File: config.mk
export PLATFORM = sky130hd
export DESIGN_NAME = mwb_mem
export DESIGN_NICKNAME = d
export VERILOG_FILES = /design/src/rtl/mwb_pkg.sv /design/src/rtl/mwb_store.sv /design/src/rtl/mwb_bypass.sv /design/src/rtl/mwb_rdreg.sv /design/src/rtl/mwb_mem.sv
export SDC_FILE = /design/constraint.sdc
export NUM_CORES = 1
export LEC_CHECK = 0
export ABC_AREA = 1
export BUFFER_PORTS_ARGS = -buffer_cell sky130_fd_sc_hd__buf_2
export CAP_MARGIN = 20
export CORE_ASPECT_RATIO = 1.2
export CORE_MARGIN = 5
export CORE_UTILIZATION = 50
export CTS_BUF_LIST = sky130_fd_sc_hd__clkbuf_4
export DETAILED_ROUTE_END_ITERATION = 16
export GPL_TIMING_DRIVEN = 1
export PLACE_DENSITY_LB_ADDON = 0.08
export SETUP_SLACK_MARGIN = 0.2
export SYNTH_ARGS = -nofsm -noshare
export SYNTH_HDL_FRONTEND = slang
export SYNTH_SLANG_ARGS = --single-unit
File: constraint.sdc
create_clock -name clk -period 2.2 [get_ports clk]
set_input_delay 0.22 -clock clk [delete_from_list [all_inputs] [get_ports clk]]
set_output_delay 0.22 -clock clk [all_outputs]
set_load 0.02 [all_outputs]
File: src/rtl/mwb_pkg.sv
package mwb_pkg;

  typedef enum logic [1:0] {
    MWB_KEEP_OLD = 2'd0,
    MWB_PASS_NEW = 2'd1,
    MWB_ANY      = 2'd2
  } mwb_mode_e;

  // Collision behaviour of one write port, derived from its two config bits.
  function automatic mwb_mode_e mwb_mode(input logic pass_new, input logic any_val);
    if (any_val)  return MWB_ANY;
    if (pass_new) return MWB_PASS_NEW;
    return MWB_KEEP_OLD;
  endfunction

endpackage

File: src/rtl/mwb_store.sv
module mwb_store #(
  parameter int NWR = 2,
  parameter int AW  = 4,
  parameter int DW  = 4
) (
  input  logic                    clk,
  input  logic                    rst,
  input  logic [NWR-1:0][DW-1:0]  wr_mask,
  input  logic [NWR-1:0][AW-1:0]  wr_addr,
  input  logic [NWR-1:0][DW-1:0]  wr_data,
  input  logic [AW-1:0]           rd_addr,
  output logic [DW-1:0]           rd_word
);
  localparam int DEPTH = 1 << AW;

  logic [DW-1:0] mem [DEPTH];

  // Ports applied in ascending index: the later one overrides per bit.
  always_ff @(posedge clk) begin
    for (int p = 0; p < NWR; p++) begin
      for (int b = 0; b < DW; b++) begin
        if (wr_mask[p][b]) mem[wr_addr[p]][b] <= wr_data[p][b];
      end
    end
  end

  assign rd_word = mem[rd_addr];

  generate
    if (NWR >= 2) begin : g_order_chk
      // bits written by the top two ports at one address keep the top port's data
      a_r4_higher_port_wins: assert property (@(posedge clk) disable iff (rst)
        ((wr_addr[NWR-1] == wr_addr[NWR-2]) && (|(wr_mask[NWR-1] & wr_mask[NWR-2])))
        |=> ((mem[$past(wr_addr[NWR-1])] & $past(wr_mask[NWR-1] & wr_mask[NWR-2])) ==
             ($past(wr_data[NWR-1]) & $past(wr_mask[NWR-1] & wr_mask[NWR-2]))));
    end
  endgenerate

endmodule

File: src/rtl/mwb_bypass.sv
module mwb_bypass
  import mwb_pkg::*;
#(
  parameter int NWR = 2,
  parameter int AW  = 4,
  parameter int DW  = 4,
  parameter logic [NWR-1:0] TRANSPARENT = '1,
  parameter logic [NWR-1:0] COLLISION_X = '0
) (
  input  logic [DW-1:0]           stored_word,
  input  logic [AW-1:0]           rd_addr,
  input  logic [NWR-1:0][DW-1:0]  wr_mask,
  input  logic [NWR-1:0][AW-1:0]  wr_addr,
  input  logic [NWR-1:0][DW-1:0]  wr_data,
  output logic [DW-1:0]           word_o
);
  // Mux chain in port order so that the bypass priority equals the write priority.
  // Don't-care ports are free to return anything; the old word is the cheapest.
  always_comb begin
    word_o = stored_word;
    for (int p = 0; p < NWR; p++) begin
      if (mwb_mode(TRANSPARENT[p], COLLISION_X[p]) == MWB_PASS_NEW &&
          wr_addr[p] == rd_addr) begin
        word_o = (word_o & ~wr_mask[p]) | (wr_data[p] & wr_mask[p]);
      end
    end
  end

endmodule

File: src/rtl/mwb_rdreg.sv
module mwb_rdreg #(
  parameter int DW = 4,
  parameter logic [DW-1:0] RST_VAL = '0
) (
  input  logic          clk,
  input  logic          rst,
  input  logic          en,
  input  logic [DW-1:0] d,
  output logic [DW-1:0] q
);
  always_ff @(posedge clk) begin
    if (rst)     q <= RST_VAL;
    else if (en) q <= d;
  end

  // reset loads the reset value regardless of enable
  a_r6_reset_value: assert property (@(posedge clk) rst |=> (q == RST_VAL));
  // disabled read holds
  a_r7_hold: assert property (@(posedge clk) disable iff (rst) !en |=> $stable(q));

endmodule

File: src/rtl/mwb_mem.sv
module mwb_mem #(
  parameter int NWR = 2,
  parameter int AW  = 4,
  parameter int DW  = 4,
  parameter logic [NWR-1:0] TRANSPARENT = '1,
  parameter logic [NWR-1:0] COLLISION_X = '0,
  parameter logic [DW-1:0]  RST_VAL     = '0
) (
  input  logic                    clk,
  input  logic                    rst,
  input  logic [NWR-1:0][DW-1:0]  wr_mask,
  input  logic [NWR-1:0][AW-1:0]  wr_addr,
  input  logic [NWR-1:0][DW-1:0]  wr_data,
  input  logic                    rd_en,
  input  logic [AW-1:0]           rd_addr,
  output logic [DW-1:0]           rd_data
);
  generate
    if ((TRANSPARENT & COLLISION_X) != '0) begin : g_bad_cfg
      $error("mwb_mem: a write port cannot be both transparent and don't-care");
    end
  endgenerate

  logic [DW-1:0] stored_word;
  logic [DW-1:0] next_word;

  mwb_store #(.NWR(NWR), .AW(AW), .DW(DW)) store_i (
    .clk     (clk),
    .rst     (rst),
    .wr_mask (wr_mask),
    .wr_addr (wr_addr),
    .wr_data (wr_data),
    .rd_addr (rd_addr),
    .rd_word (stored_word)
  );

  mwb_bypass #(
    .NWR(NWR), .AW(AW), .DW(DW),
    .TRANSPARENT(TRANSPARENT), .COLLISION_X(COLLISION_X)
  ) bypass_i (
    .stored_word (stored_word),
    .rd_addr     (rd_addr),
    .wr_mask     (wr_mask),
    .wr_addr     (wr_addr),
    .wr_data     (wr_data),
    .word_o      (next_word)
  );

  mwb_rdreg #(.DW(DW), .RST_VAL(RST_VAL)) rdreg_i (
    .clk (clk),
    .rst (rst),
    .en  (rd_en),
    .d   (next_word),
    .q   (rd_data)
  );

  logic [NWR-1:0] port_hit;
  for (genvar p = 0; p < NWR; p++) begin : g_hit
    assign port_hit[p] = (|wr_mask[p]) && (wr_addr[p] == rd_addr);
  end

  // with no hitting write, the register takes the stored word
  a_r1_plain_read: assert property (@(posedge clk) disable iff (rst)
    (rd_en && port_hit == '0) |=> (rd_data == $past(stored_word)));

  generate
    if (TRANSPARENT[NWR-1]) begin : g_top_pass_chk
      // a full-width write on the top transparent port is seen on the next read
      a_r2_full_write_seen: assert property (@(posedge clk) disable iff (rst)
        (rd_en && wr_addr[NWR-1] == rd_addr && (&wr_mask[NWR-1]))
        |=> (rd_data == $past(wr_data[NWR-1])));
    end
  endgenerate

endmodule

# Yosys cells after proc, flatten, opt, wreduce, memory -nomap -nowiden
# Memory sizes are Yosys's and may differ from the RTL's.
# Cells that the tools add are included.
dict set report totals {
  register_bits 4
  latch_bits 0
  mem_bits_rw 64
  romBits 0
  input_bits 31
  output_inout_bits 4
  elab_cells 30
  mem_count 1
}
# memory words word_bits read_ports rd_clocked_by_memory_dff write_ports line_no
set mem_list {}
lappend mem_list {store_i.mem 16 4 1 0 2 mwb_store.sv:16} ;# logic [DW-1:0] mem [DEPTH];
dict set report op_classes {
  add_sub_neg 0
  multipliers 0
  div 0
  n_lt_le_gt_ge 0
  eq_ne 2
  shift 0
  mux 18
  bitwise_logic 8
  n_reduce_logical 0
}
# operator count
set ops {}
lappend ops {{4-bit bitwise AND} 4}
lappend ops {{1-bit two-way mux} 16}
lappend ops {{4-bit equality test} 2}
lappend ops {{4-bit two-way mux} 2}
lappend ops {{4-bit inverter} 2}
lappend ops {{4-bit bitwise OR} 2}

# Longest topological paths before layout
dict set report logic_depth {
  word_depth 7
  depth_mapped 11
  mapped_depth_nobuf 9
}

# Cells and area by module
# Synthesis repeated with hierarchy kept, for this count alone.
dict set report hier_totals {
  hier_cells 712
  hier_area_um2 4779.6
}
# mod n_inst cells_each area_per_inst_um2 seq_area_each_um2
set by_module_without_submodules {}
lappend by_module_without_submodules {mwb_store 1 605 4247.8 1921.8}
lappend by_module_without_submodules {mwb_bypass 1 81 359.1 0.0}
lappend by_module_without_submodules {mwb_rdreg 1 26 172.7 80.1}

# Worst setup path before layout
# OpenSTA, ideal clock, no wires.
dict set report synth_timing {
  kind {input port to flip-flop}
  start {input rd_addr[2]}
  end {register rdreg_i.q[3]}
  setup_time_ns 0.122
  arrival_ns 0.996
  t_required_ns 2.078
  path_slack_ns 1.082
  cell_stages 8
  path_buffers 1
  cell_sequence {buf_4 > xor2_1 > nor2_2 > nand3_1 > nor2_1 > nor2_1 > nand2_1 > a21oi_2}
}
dict set report synth_between {
  elab_chain_cells 7
  elab_cells_between_ends 9
  classes_between {eq/ne: 2; mux: 2; bitwise: 4; memory: 1}
}
# item line_no
set synth_lines {}
lappend synth_lines {{from (decl)} mwb_mem.sv:15} ;# input logic [AW-1:0] rd_addr,
lappend synth_lines {{memory 16 x 4 bit} -}
lappend synth_lines {{4-bit bitwise AND} mwb_bypass.sv:24} ;# word_o = (word_o & ~wr_mask[p]) | (wr_data[p] & wr_mask[p]);
lappend synth_lines {{4-bit bitwise OR} mwb_bypass.sv:24}
lappend synth_lines {{4-bit two-way mux} mwb_bypass.sv:22} ;# if (mwb_mode(TRANSPARENT[p], COLLISION_X[p]) == MWB_PASS_NEW &&
lappend synth_lines {{4-bit bitwise AND} mwb_bypass.sv:24}
lappend synth_lines {{4-bit bitwise OR} mwb_bypass.sv:24}
lappend synth_lines {{4-bit two-way mux (*)} mwb_bypass.sv:22}
lappend synth_lines {{to (signal assigned)} mwb_rdreg.sv:12} ;# if (rst) q <= RST_VAL;
lappend synth_lines {{to (signal assigned)} mwb_rdreg.sv:13} ;# else if (en) q <= d;
lappend synth_lines {{to (decl)} mwb_rdreg.sv:9} ;# output logic [DW-1:0] q
# Mark *: on every way between the ends. The rest lies on a longest branch, timed or not.
# A chain may end at the register's enable or synchronous reset.

# Final worst setup path
dict set report layout_timing {
  start {register rdreg_i.q[3]}
  end {output rd_data[3]}
}
# item line_no
set layout_rtl {}
lappend layout_rtl {{to (decl)} mwb_mem.sv:16} ;# output logic [DW-1:0] rd_data
# No word-level cell between the ends.

==> flow_summary.toml <==
[setup_path]
cp_data_arrival_time_ns = 1.00
cp_max_fo = 2
ff2ff_setup_slack_ns = 1.12
reg2regPathDepth = 8
critPathMaxStageDelay_ns = 0.38
crit_family = "flip-flops"
critPathLaunch = "rdreg_i.q[3]"
worstReg2RegStart = "store_i.mem[11][1]"
required_ns = 1.98
critical_path_class = "flop to primary output"
endpoint = "rd_data[3]"
worst-path-stages = 1
r2r_end = "rdreg_i.q[1]"
cp-end-kind = "primary output"
startpoint_type = "flop"
path_buf_inv = 1
cp_cell_sequence = "buf_2"
cpMaxStageDelayCell = "dfxtp_1"

[route]
drt-initial-drc-count = 326
firstDrtPassIters = 5
post_drt_wl_per_cell_um = 17.67
ant_nets = 0
drc = 0
wirelength_um = 13970
vias = 4462
avgViaCountPerCell = 5.641

[grt]
grt_pass1_wl_um = 22370
grtUsageMet3 = 0.04733
grt_use_met1 = 0.3340
grt_busiest_layer = "met2"
grtUsageTotal = 0.2596
met2_usage = 0.4385
grt_pass1_vias = 4380
grt_max_degree = 33
antenna_found_initial = 0
grt_overflow_total = 0

[placed_design]
io_buffers = 34
place_hpwl_um = 10080
gp_congestion = 0.9275

[final_layout]
area_growth_pct = 5.322
nets = 698
multi_input_area_um2 = 2161
drive_gt1_frac = 0.1028
n_fill_cell = 918
regArea_um2 = 2002
antenna_cells = 0
fin_util = 0.5373

[die]
initial_core_util = 0.5101
die_w_um = 97.64
row_count = 38
die_area_um2 = 11240
ios = 35
core_area_um2 = 9034
die-height_um = 115.2

[cts]
cts_sinks = 68
cts_setup_buffers = 0
htree_levels = 3
cts_tree = "built"
clockRootBuffer = "clkbuf_4"
insertion_delay_ns = 0.44
cts_buffers = 9
postCtsHoldBufs = 0
ctsResizeCount = 0
path_clk_slew_ns = 0.12
cts_buffer_depth = 2

[min_path]
hold_class = "primary input to flop"

[yosys]
synth_area_um2 = 4608
syn_inst = 655
avgSynthCellArea_um2 = 7.035
ys_seq_area_frac = 0.4344
synth_area_leaders = "edfxtp_1 (42%), nand2_1 (20%), o21ai_0 (14%), nand3_1 (5.2%), inv_1 (4.7%)"
synth_top_area_share = 0.4171
yosys_warnings = 0
syn-num-nets = 686
ys_types = 20
synth_top_area_cell = "edfxtp_1"
synth-seq-cells = 68

[sta]
tightest_slew_ns = 0.5595
hold_viol = 0
clock_skew_ns = 0.01483
finalCritPeriodShare = 0.5546
worst_slew_margin_rel = 0.6266
setup_viol_count_final = 0
rsz0062_at_grt = "false"
timing.fmax_ghz = 0.8196
fin_tns_setup_ns = 0
fin_crit_ns = 1.220
slew_viol_final = 0

[status]
status = "completed"

[power_and_ir_drop]
max-vdd-ir-drop_mv = 0.3406
p_leak_nw = 2.148
power_density_nw_per_um2 = 550.1

[job]
drv_cap = 0
## flip-flops by register name, indices dropped and copies added (netlist names)
name         flops
store_i.mem     64
rdreg_i.q        4
## worst reg2reg max path: cells and delay by family (launching register included)
family	cells	cell delay, ns
compound gates	1	0.05
buf+inv	1	0.08
flops	1	0.40
simple gates	6	0.42
## final cells by class
cell class / instances / area share
well taps: 120 / 0.03094
multi-input cells: 491 / 0.4452
inverters: 60 / 0.04847
clock buffers: 11 / 0.01701
repair buffers: 37 / 0.04228
clock inverters: 4 / 0.003609
flip-flops and latches: 68 / 0.4125
## worst min path at each step
stage                       from  depth (start not counted)  slack (ns)            to
floorplan                  rd_en                          2        0.41  rdreg_i.q[3]
global placement    rdreg_i.q[2]                          2        0.51  rdreg_i.q[2]
detailed placement  rdreg_i.q[2]                          2        0.52  rdreg_i.q[2]
CTS                   wr_data[6]                          3        0.07  rdreg_i.q[2]
global route          wr_data[4]                          3        0.08  rdreg_i.q[0]
finish                wr_data[6]                          3        0.08  rdreg_i.q[2]
## synth_stat cells, drive strengths merged
library cell and count:
nand2 258, inv 60, dfxtp 4, edfxtp 64, nand3 48, a21oi 8, nor2 38, o21ai 132
xor2 7, clkbuf 16, buf 20
## cells by family (layout without fill, tap and decap cells)
kind of cell    count (synthesis)  in the layout  share of synthesized area
compound gates                140            140                     0.1553
simple gates                  344            344                     0.3003
buf+inv                        96            112                    0.09666
xor+xnor                        7              7                    0.01330
flops                          68             68                     0.4344
## stage by stage
step                cells  area, um2  setup WS, ns  power, mW  hold slack [ns]
detailed placement    776       4753        0.6403      1.986           0.5200
global route          791       4853        0.9373      2.798          0.08301
finish                791       4853        0.9798      2.670          0.07601
global placement      776       4753        0.6823      1.976           0.5122
floorplan             655       4608         1.082      1.845           0.4110
CTS                   791       4853        0.9676      2.670          0.06892
## routing by layer
metal  share of wire  up-vias
li1                -     2170
met1            0.41     2051
met2            0.48      216
met3           0.090       25
met4           0.023        0
met5               0        -
## cells in the final DEF, fill, tap and decap left out, drive strengths merged
cell type,n
a21oi,8
buf,37
clkbuf,11
clkinv,4
dfxtp,4
edfxtp,64
inv,60
nand2,258
nand3,48
nor2,38
o21ai,132
xor2,7
## where the power goes
part           switching [mW]  leakage [nW]  internal [mW]
registers              0.0183         0.612           1.47
logic                   0.336          1.47          0.134
clock network           0.467        0.0616          0.241
total                   0.821          2.15           1.85
(Power assumes the default switching activity.)
